$ cat src/rtl/tcb_pkg.sv
package tcb_pkg;
  localparam int NSRC  = 3;
  localparam int SEL_W = 2;
  localparam int DIV_W = 5;
  localparam logic [SEL_W-1:0] SEL_OFF = 2'd3;

  typedef enum logic [1:0] {ST_RUN, ST_OLD, ST_NEW} hand_t;

  // Number of source rising edges the output stays high (f > 0)
  function automatic logic [DIV_W:0] high_edges(input logic [DIV_W-1:0] f);
    return ({1'b0, f} + 1'b1) >> 1;
  endfunction

  // Next divider count, wrapping after f
  function automatic logic [DIV_W-1:0] next_count(input logic [DIV_W-1:0] c,
                                                  input logic [DIV_W-1:0] f);
    return (c >= f) ? '0 : c + 1'b1;
  endfunction

  // Absolute bit position of a channel's select field
  function automatic int sel_pos(input int lsb, input int ch);
    return lsb + SEL_W * ch;
  endfunction
endpackage

$ cat src/rtl/tcb_sync.sv
module tcb_sync (
  input  logic clk,
  input  logic rst_n,
  input  logic async_in,
  output logic rise,
  output logic fall
);
  logic s1, s2, s3;

  always_ff @(posedge clk or negedge rst_n) begin
    if (!rst_n) begin
      s1 <= 1'b0;
      s2 <= 1'b0;
      s3 <= 1'b0;
    end else begin
      s1 <= async_in;
      s2 <= s1;
      s3 <= s2;
    end
  end

  assign rise = s2 & ~s3;
  assign fall = ~s2 & s3;
endmodule

$ cat src/rtl/tcb_divider.sv
module tcb_divider
  import tcb_pkg::*;
(
  input  logic             clk,
  input  logic             rst_n,
  input  logic             rise,
  input  logic             fall,
  input  logic [DIV_W-1:0] field,
  output logic             div_out
);
  logic [DIV_W-1:0] cnt;
  logic [DIV_W-1:0] cnt_n;

  assign cnt_n = next_count(cnt, field);

  always_ff @(posedge clk or negedge rst_n) begin
    if (!rst_n) begin
      cnt     <= '0;
      div_out <= 1'b0;
    end else if (rise) begin
      cnt     <= cnt_n;
      div_out <= (field == '0) ? 1'b1 : ({1'b0, cnt_n} < high_edges(field));
    end else if (fall && field == '0) begin
      div_out <= 1'b0;
    end
  end

  // The divided path moves only on a synchronised source edge
  assert_div_stable_R4: assert property (@(posedge clk) disable iff (!rst_n)
    (!rise && !fall) |=> $stable(div_out));
endmodule

$ cat src/rtl/tcb_channel.sv
module tcb_channel
  import tcb_pkg::*;
(
  input  logic                        clk,
  input  logic                        rst_n,
  input  logic [NSRC-1:0]             rise,
  input  logic [NSRC-1:0]             fall,
  input  logic [NSRC-1:0][DIV_W-1:0]  fields,
  input  logic [SEL_W-1:0]            target,
  output logic                        ch_out,
  output logic [NSRC-1:0]             run
);
  logic [NSRC-1:0]  path;
  hand_t            state;
  logic [SEL_W-1:0] cur;
  logic             seen, out_prev;
  logic             old_lvl, new_lvl, out_rise;

  for (genvar s = 0; s < NSRC; s++) begin : g_div
    tcb_divider u_div (
      .clk(clk), .rst_n(rst_n), .rise(rise[s]), .fall(fall[s]),
      .field(fields[s]), .div_out(path[s])
    );
  end

  assign old_lvl  = (cur != SEL_OFF) && path[cur];
  assign new_lvl  = (target != SEL_OFF) && path[target];
  assign ch_out   = (state != ST_NEW) && (cur != SEL_OFF) && path[cur];
  assign out_rise = ch_out && !out_prev;

  always_ff @(posedge clk or negedge rst_n) begin
    if (!rst_n) begin
      state    <= ST_RUN;
      cur      <= SEL_OFF;
      seen     <= 1'b0;
      out_prev <= 1'b0;
    end else begin
      out_prev <= ch_out;
      case (state)
        ST_RUN: if (target != cur) state <= ST_OLD;
        ST_OLD: if (!old_lvl) state <= ST_NEW;
        default: if (!new_lvl) begin
          cur   <= target;
          state <= ST_RUN;
        end
      endcase
      if (state == ST_NEW && !new_lvl) seen <= 1'b0;
      else if (out_rise)               seen <= 1'b1;
    end
  end

  always_comb begin
    for (int s = 0; s < NSRC; s++)
      run[s] = (state == ST_RUN) && (cur == SEL_W'(s)) && seen;
  end

  // Applied source changes only while the output is low
  assert_switch_low_R10: assert property (@(posedge clk) disable iff (!rst_n)
    (cur != $past(cur)) |-> !$past(ch_out));
  // At most one source reports running for a channel
  assert_run_onehot_R8: assert property (@(posedge clk) disable iff (!rst_n)
    $onehot0(run));
  // Running is reported only after an output rise
  assert_run_after_rise_R8: assert property (@(posedge clk) disable iff (!rst_n)
    $rose(|run) |-> $past(ch_out));
endmodule

$ cat src/rtl/tri_src_clk_bank.sv
module tri_src_clk_bank
  import tcb_pkg::*;
#(
  parameter int NCH     = 14,
  parameter int SEL_LSB = 8,
  parameter int FB_LSB  = 4,
  localparam int CH_W   = $clog2(NCH),
  localparam int ADDR_W = 6
) (
  input  logic              clk,
  input  logic              rst_n,
  input  logic [NSRC-1:0]   src_clk,
  input  logic              cmd_valid,
  input  logic [CH_W-1:0]   cmd_ch,
  input  logic              cmd_off,
  input  logic [SEL_W-1:0]  cmd_src,
  input  logic              reg_wr,
  input  logic [ADDR_W-1:0] reg_addr,
  input  logic [31:0]       reg_wdata,
  output logic [31:0]       reg_rdata,
  output logic [NCH-1:0]    ch_clk
);
  localparam int SLOT_W = 4;

  logic [NSRC-1:0]                      s_rise, s_fall;
  logic [NCH-1:0][SEL_W-1:0]            sel_q;
  logic [NSRC-1:0][NCH-1:0][DIV_W-1:0]  div_q;
  logic [NCH-1:0][NSRC-1:0][DIV_W-1:0]  ch_fields;
  logic [NCH-1:0][NSRC-1:0]             run_m;
  logic [NSRC-1:0][31:0]                fb_w;
  logic [31:0]                          sel_w0, sel_w1;
  logic [1:0]                           rg_src;
  logic [SLOT_W-1:0]                    rg_ch;
  logic                                 rg_div;
  logic                                 unused_wdata_hi;

  assign unused_wdata_hi = ^reg_wdata[31:DIV_W];
  assign rg_div = reg_addr[ADDR_W-1:SLOT_W] != 2'd0;
  assign rg_src = reg_addr[ADDR_W-1:SLOT_W] - 2'd1;
  assign rg_ch  = reg_addr[SLOT_W-1:0];

  for (genvar s = 0; s < NSRC; s++) begin : g_sync
    tcb_sync u_sync (.clk(clk), .rst_n(rst_n), .async_in(src_clk[s]),
                     .rise(s_rise[s]), .fall(s_fall[s]));
  end

  always_ff @(posedge clk or negedge rst_n) begin
    if (!rst_n) begin
      sel_q <= {NCH{SEL_OFF}};
      div_q <= '0;
    end else begin
      if (cmd_valid && int'(cmd_ch) < NCH) begin
        if (cmd_off)                sel_q[cmd_ch] <= SEL_OFF;
        else if (cmd_src != SEL_OFF) sel_q[cmd_ch] <= cmd_src;
      end
      if (reg_wr && rg_div && int'(rg_ch) < NCH)
        div_q[rg_src][rg_ch] <= reg_wdata[DIV_W-1:0];
    end
  end

  always_comb begin
    for (int c = 0; c < NCH; c++)
      for (int s = 0; s < NSRC; s++)
        ch_fields[c][s] = div_q[s][c];
  end

  for (genvar c = 0; c < NCH; c++) begin : g_ch
    tcb_channel u_ch (
      .clk(clk), .rst_n(rst_n), .rise(s_rise), .fall(s_fall),
      .fields(ch_fields[c]), .target(sel_q[c]),
      .ch_out(ch_clk[c]), .run(run_m[c])
    );
  end

  always_comb begin
    sel_w0 = '0;
    sel_w1 = '0;
    fb_w   = '0;
    for (int c = 0; c < NCH; c++) begin
      if (sel_pos(SEL_LSB, c) < 32) begin
        sel_w0[sel_pos(SEL_LSB, c)]     = sel_q[c][0];
        sel_w0[sel_pos(SEL_LSB, c) + 1] = sel_q[c][1];
      end else begin
        sel_w1[sel_pos(SEL_LSB, c) - 32] = sel_q[c][0];
        sel_w1[sel_pos(SEL_LSB, c) - 31] = sel_q[c][1];
      end
      for (int s = 0; s < NSRC; s++)
        fb_w[s][FB_LSB + c] = run_m[c][s];
    end
  end

  always_comb begin
    reg_rdata = '0;
    if (rg_div) begin
      if (int'(rg_ch) < NCH) reg_rdata[DIV_W-1:0] = div_q[rg_src][rg_ch];
    end else begin
      case (rg_ch)
        4'd0: reg_rdata = sel_w0;
        4'd1: reg_rdata = sel_w1;
        4'd2: reg_rdata = fb_w[0];
        4'd3: reg_rdata = fb_w[1];
        4'd4: reg_rdata = fb_w[2];
        default: reg_rdata = '0;
      endcase
    end
  end

  // A source request of code 3 must not touch any select field
  assert_reject_R6: assert property (@(posedge clk) disable iff (!rst_n)
    (cmd_valid && !cmd_off && cmd_src == SEL_OFF) |=> $stable(sel_q));
endmodule

$ cat config.mk
export PLATFORM = sky130hd
export DESIGN_NAME = tri_src_clk_bank
export DESIGN_NICKNAME = d
export VERILOG_FILES = /design/src/rtl/tcb_pkg.sv /design/src/rtl/tcb_sync.sv /design/src/rtl/tcb_divider.sv /design/src/rtl/tcb_channel.sv /design/src/rtl/tri_src_clk_bank.sv
export SDC_FILE = /design/constraint.sdc
export NUM_CORES = 2
export LEC_CHECK = 0
export BUFFER_PORTS_ARGS = -buffer_cell sky130_fd_sc_hd__buf_4
export CAP_MARGIN = 10
export CORE_ASPECT_RATIO = 0.75
export CORE_MARGIN = 3
export CORE_UTILIZATION = 60
export CTS_BUF_LIST = sky130_fd_sc_hd__clkbuf_8
export DETAILED_ROUTE_END_ITERATION = 16
export GPL_ROUTABILITY_DRIVEN = 0
export PLACE_DENSITY_LB_ADDON = 0.12
export SYNTH_ARGS = -nofsm -noshare
export SYNTH_HDL_FRONTEND = slang
export SYNTH_HIERARCHICAL = 1
export SYNTH_SLANG_ARGS = --single-unit
export TNS_END_PERCENT = 30
$ cat constraint.sdc
create_clock -name clk -period 3.5 [get_ports clk]
set_input_delay 0.7 -clock clk [delete_from_list [all_inputs] [get_ports clk]]
set_output_delay 0.7 -clock clk [all_outputs]
set_load 0.03 [all_outputs]
; Word level (Yosys, flattened, before mapping)
; Cells that the tools add are included.
[totals]
reg_bits = 583
output_inout_bits = 46
[classes]
n_addsub = 85
magnitude_cmp = 120
n_eq_ne = 159
muxes = 326
bitwise_logic = 41
reduce_logical = 416
[ops]
columns = op, n
row1 = "adder 5 x 1 -> 6 bit, second input constant", 42
row2 = 2-to-1 mux 5 bit, 46
row3 = logical AND 1 bit, 216
row4 = "adder 5 x 1 -> 5 bit, second input constant", 42
row5 = bitwise mux 210 bit, 1
row6 = greater-or-equal comparator 5 bit, 42
row7 = zero test 5 bit, 42
row8 = less-than comparator 5 bit, 42
row9 = 2-to-1 mux 1 bit, 182
row10 = case mux 32 bit (5 select lines), 1
row11 = binary-select mux 70 bit (select 2 bit), 1
row12 = demux 70 bit (select 2 bit), 1
row13 = 2-to-1 mux 70 bit, 2
row14 = nonzero test 2 bit, 58
row15 = "inequality test 2 bit, second input constant", 57
row16 = "less-than comparator 2 x 3 -> 1 bit, second input constant", 29
row17 = 2-to-1 mux 2 bit, 43
row18 = binary-select mux 1 bit (select 2 bit), 28
row19 = "== test 2 x 1 -> 1 bit, second input constant", 28
row20 = "== test 2 bit, second input constant", 28
row21 = zero test 2 bit, 28
row22 = 2-to-1 mux 28 bit, 2
row23 = case mux 2 bit (2 select lines), 14
row24 = "inequality test 3 bit, second input constant", 14
row25 = 23 further kinds, 158

; Depth between registers and ports, before layout
[depth]
depth_word = 7
depth_mapped = 12
depth_no_buf = 12

; Modules after synthesis
; Netlist, hierarchy kept.
[by_module_without_submodules]
columns = module, instances, cells_per_inst, area_per_inst_um2
row1 = tcb_divider, 42, 70, 648.1
row2 = tri_src_clk_bank, 1, 818, 11632.4
row3 = tcb_channel, 14, 45, 410.4
row4 = tcb_sync, 3, 5, 90.1

; Worst setup path before layout
; No wires, ideal clock.
[synth_timing]
kind = input -> output
startpoint = input port reg_addr[4]
endpoint = output port reg_rdata[3]
arrival_ns = 3.111
required_ns = 2.800
setup_slack_ns = -0.311
path_stages = 8
path_buffers = 3
path_cell_list = clkbuf_1 inv_1 ha_1 clkbuf_1 clkbuf_1 nor4b_1 a22oi_1 a31oi_1
[synth_between]
elab_chain_cells = 7
elab_cells_between_ends = 8
classes_between = add/sub: 1 / mux: 6 / reduce/logical: 1
[synth_rtl]
columns = element, line_no
row1 = start: declaration, tri_src_clk_bank.sv:18  ; input logic [ADDR_W-1:0] reg_addr,
row2 = subtractor 2 x 1 -> 2 bit, tri_src_clk_bank.sv:39  ; assign rg_src = reg_addr[ADDR_W-1:SLOT_W] - 2'd1;
row3 = binary-select mux 70 bit (select 2 bit), tri_src_clk_bank.sv:95  ; if (int'(rg_ch) < NCH) reg_rdata[DIV_W-1:0] = div_q[rg_src][rg_ch];
row4 = 2-to-1 mux 70 bit (not written as such), tri_src_clk_bank.sv:95
row5 = binary-select mux 5 bit (select 4 bit), tri_src_clk_bank.sv:95
row6 = 2-to-1 mux 5 bit (not written as such), tri_src_clk_bank.sv:95
row7 = 2-to-1 mux 5 bit, tri_src_clk_bank.sv:95
row8 = 2-to-1 mux 5 bit *, tri_src_clk_bank.sv:94  ; if (rg_div) begin
row9 = end: declaration, tri_src_clk_bank.sv:20  ; output logic [31:0] reg_rdata,
; Mark *: on every way between the ends. The rest lies on a longest branch, timed or not. The select of a mux whose other input is x is not followed.

; Worst setup path after layout
[layout_timing]
startpoint = input port reg_addr[5]
endpoint = output port reg_rdata[4]
; The elaborated chain is that of the path after synthesis.

==> reports/qor.yml <==
hold_viol: 0
vias_per_cell: 6.19
startpoint_type: "primary input"
period_minus_slack_ns: 3.61
path_delay_family: "buffers and inverters"
cts_tree: "yes"
async_flop_share_pct: 100
max_stage_delay_ns: 0.43
io_buffers: 70
ir_drop_mv: 0.394
slew_violations: 0
synth_area_per_cell_um2: 10.2
power.total_mw: 32.4
cp_cell_sequence: "buf_6 > inv_2 > ha_4 > buf_12 > buf_8 > mux4_2 > a22oi_2 > nand2_2 > o41ai_4 > buf_4 > o21ai_2 > buf_6"
period_share_pct: 103
grt_pass1_wl_um: 187000
drv_cap: 0
coreArea_um2: 73700
fin_skew_ns: 0.0520
worstPathMaxFanout: 5
syn-cell-area_um2: 44900
wl_per_cell_um: 20.7
arrival_ns: 2.91
synthesis.nets: 4963
setup_viol: 4
syn2layout_area_growth_pct: 10.8
grt_max_degree: 155
ys.warnings.count: 6
die_w_um: 322
vias: 34897
wirelength_um: 117000
synth.ff_latch_count: 583
crit_slowest_cell: "o41ai_4"
p_leak_nw: 22.4
violations: "setup timing"
status: "finished with violations"
tightestPinTransition_ns: 0.828
numCtsBuffers: 100
hpwlAfterDp_um: 86400
die-area_um2: 78100
grt_usage_pct: 29.8
synthCells: 4403
path_clk_slew_ns: 0.05
synth_cell_types: 70
max_slew_margin_pct: 44.8
crit_top_cell: "buf_6"
grt_pass1_vias: 33403
fin_util_pct: 67.5
ios: 98
power_density_nw_per_um2: 651
endpoint_kind: "primary output"
overflow: 0
die_h_um: 243
worst-r2r-setup-slack_ns: 0.55
drive_gt1_share_pct: 22.7
finish.instance_area_um2: 49700
drtIter0Drc: 2760
cts-root-buf: "clkbuf_8"
cts_buffer_depth: 3
layout.nets: 5142
crit_type: "primary input to primary output"
antenna_found_initial: 7
yosysSeqAreaShare_pct: 32.7
required_ns: 2.80
synth_edf_count: 0
ant_nets: 0
hp-class: "primary input to flop"
place_area_um2: 47100
initial_core_util_pct: 60.9
yosys_most_used_dff: "dfrtp_1"
cts_max_level: 3
dp_slack_ns: -0.693
cts_sinks: 583
clock.fmax_mhz: 277
dr.pass1.iters: 6
drc: 0
rsz0062_at_grt: "true"
clkLatencyLatePin_ns: 0.75
critPathBufInv: 6
rows: 86
setup_ws_ns: -0.111
timing.hold.ws_ns: 0.0846
-- final timing paths --
kind                                                    start                             endpoint  cells past startpoint
setup / recovery                                  reg_addr[5]                         reg_rdata[4]                     12
hold / removal                                     src_clk[2]                  g_sync[2].u_sync/s1                      1
setup reg to reg           g_ch[2].u_ch/g_div[0].u_div/cnt[0]  g_ch[2].u_ch/g_div[0].u_div/div_out                     12
hold reg to reg                           g_sync[0].u_sync/s1                  g_sync[0].u_sync/s2                      0
max in group asynchronous                               rst_n                  g_ch[0].u_ch/cur[0]                      4
min in group asynchronous                               rst_n                       ch_fields[151]                      2
-- cell usage after synthesis, types with 22 or more instances --
library cell	number	share of area, %
dfrtp_1	527	29
ha_1	508	14
inv_1	366	3.1
nand3_1	283	3.2
nor2_1	279	2.3
mux2_2	244	6.1
nand2b_1	186	2.6
a21oi_1	146	1.6
xnor2_1	126	2.5
xor2_1	112	2.2
nor3_1	100	1.1
o21ai_0	100	1.1
nand2_1	90	0.75
a32o_1	87	1.9
a21bo_2	84	1.9
a22oi_1	68	1.1
mux2i_1	65	1.5
a21o_1	56	0.94
dfstp_2	56	3.3
o2bb2ai_1	56	1.1
buf_2	55	0.61
mux2_1	55	1.4
clkbuf_1	49	0.41
mux4_2	46	2.3
nor4b_1	43	0.84
a2111o_1	42	1.1
a21boi_0	42	0.70
a31o_2	42	0.82
a31oi_4	42	2.0
and2_4	42	0.82
nor2b_1	42	0.59
o21ai_1	42	0.47
o22a_1	42	0.82
a22o_1	22	0.43
and3_1	22	0.31
-- power by group --
| part | leakage [nW] | internal [mW] | switching (mW) |
|---|---|---|---|
| sequential | 7.44 | 8.58 | 2.58 |
| combinational | 13.7 | 6.94 | 7.65 |
| clock | 1.20 | 3.58 | 3.05 |
-- logic make-up after synthesis --
family                     Yosys count  share of synthesized area, %
buffers and inverters              481                          4.31
AOI/OAI and AO/OA                  978                          18.0
and+or+nand+nor                   1191                          14.5
adders and majority gates          508                          14.2
xor gates and xnor gates           238                          4.65
muxes                              424                          11.7
DFF                                583                          32.7
-- sequential cells by signal (all words and copies together), names as in the netlist --
register and cells:
g_ch.u_ch/g_div.u_div/cnt 210, ch_fields 210, g_ch.u_ch/state 28, g_sync.u_sync/s3 3, g_ch.u_ch/cur 28, g_sync.u_sync/s1 3
g_sync.u_sync/s2 3, g_ch.u_ch/seen 14, g_ch.u_ch/g_div.u_div/div_out 42, g_ch.u_ch/out_prev 14, sel_q 28
-- layout by cell type, fill, tap and decap left out, drive strengths merged, types with 68 or more instances in the layout --
| master | instances |
|---|---|
| dfrtp | 527 |
| ha | 508 |
| inv | 392 |
| mux2 | 313 |
| nand3 | 286 |
| nor2 | 280 |
| buf | 191 |
| nand2b | 186 |
| a21oi | 147 |
| o21ai | 142 |
| clkbuf | 131 |
| xnor2 | 126 |
| xor2 | 112 |
| nand2 | 108 |
| nor3 | 103 |
| a32o | 87 |
| a21bo | 84 |
| a22oi | 68 |
-- worst register-to-register path, cell delays in order (launching register included) --
cell and delay [ns]:
dfrtp_1 0.40, inv_1 0.13, ha_1 0.24, nand2b_1 0.14, a2111o_1 0.46, a31o_2 0.28, nor2_1 0.19, ha_1 0.28
a21o_1 0.19, a21oi_1 0.13, o21ai_0 0.09, a22oi_1 0.18, o22a_1 0.18
-- final cells by class --
class                      count  area (um^2)
antenna                        2         5.00
clock buffer                 131         1800
clock inverter                53          330
fill                        5713        24000
inverter                     366         1370
multi-input combinational   3339        28500
sequential                   583        14700
tap                          968         1210
timing repair buffer         192         1800
-- metrics by stage --
stage | TNS (ns) | cells
2_1_floorplan | 0 | 4403
3_3_place_gp | -1.79 | 5424
3_5_place_dp | -2.01 | 5424
4_1_cts | -0.102 | 5620
5_1_grt | -0.392 | 5633
6_report | -0.221 | 5634
-- layer usage --
metal  global-route usage (%)  routed length, um  up-vias
li1                         -                  -    16630
met1                     46.1              57000    17097
met2                     43.0              48600     1014
met3                     5.49               8610      150
met4                     7.08               2610        6
met5                        0                 41        -
-- what timing repair did --
action                     CTS  global route
setup endpoints to repair    5             6
hold buffers                 1             0
hold endpoints to repair    47             0
gates resized for setup     55            25
pin swaps                    8             7
setup buffers               11            12
No activity file was read; power rests on OpenSTA's default activity.
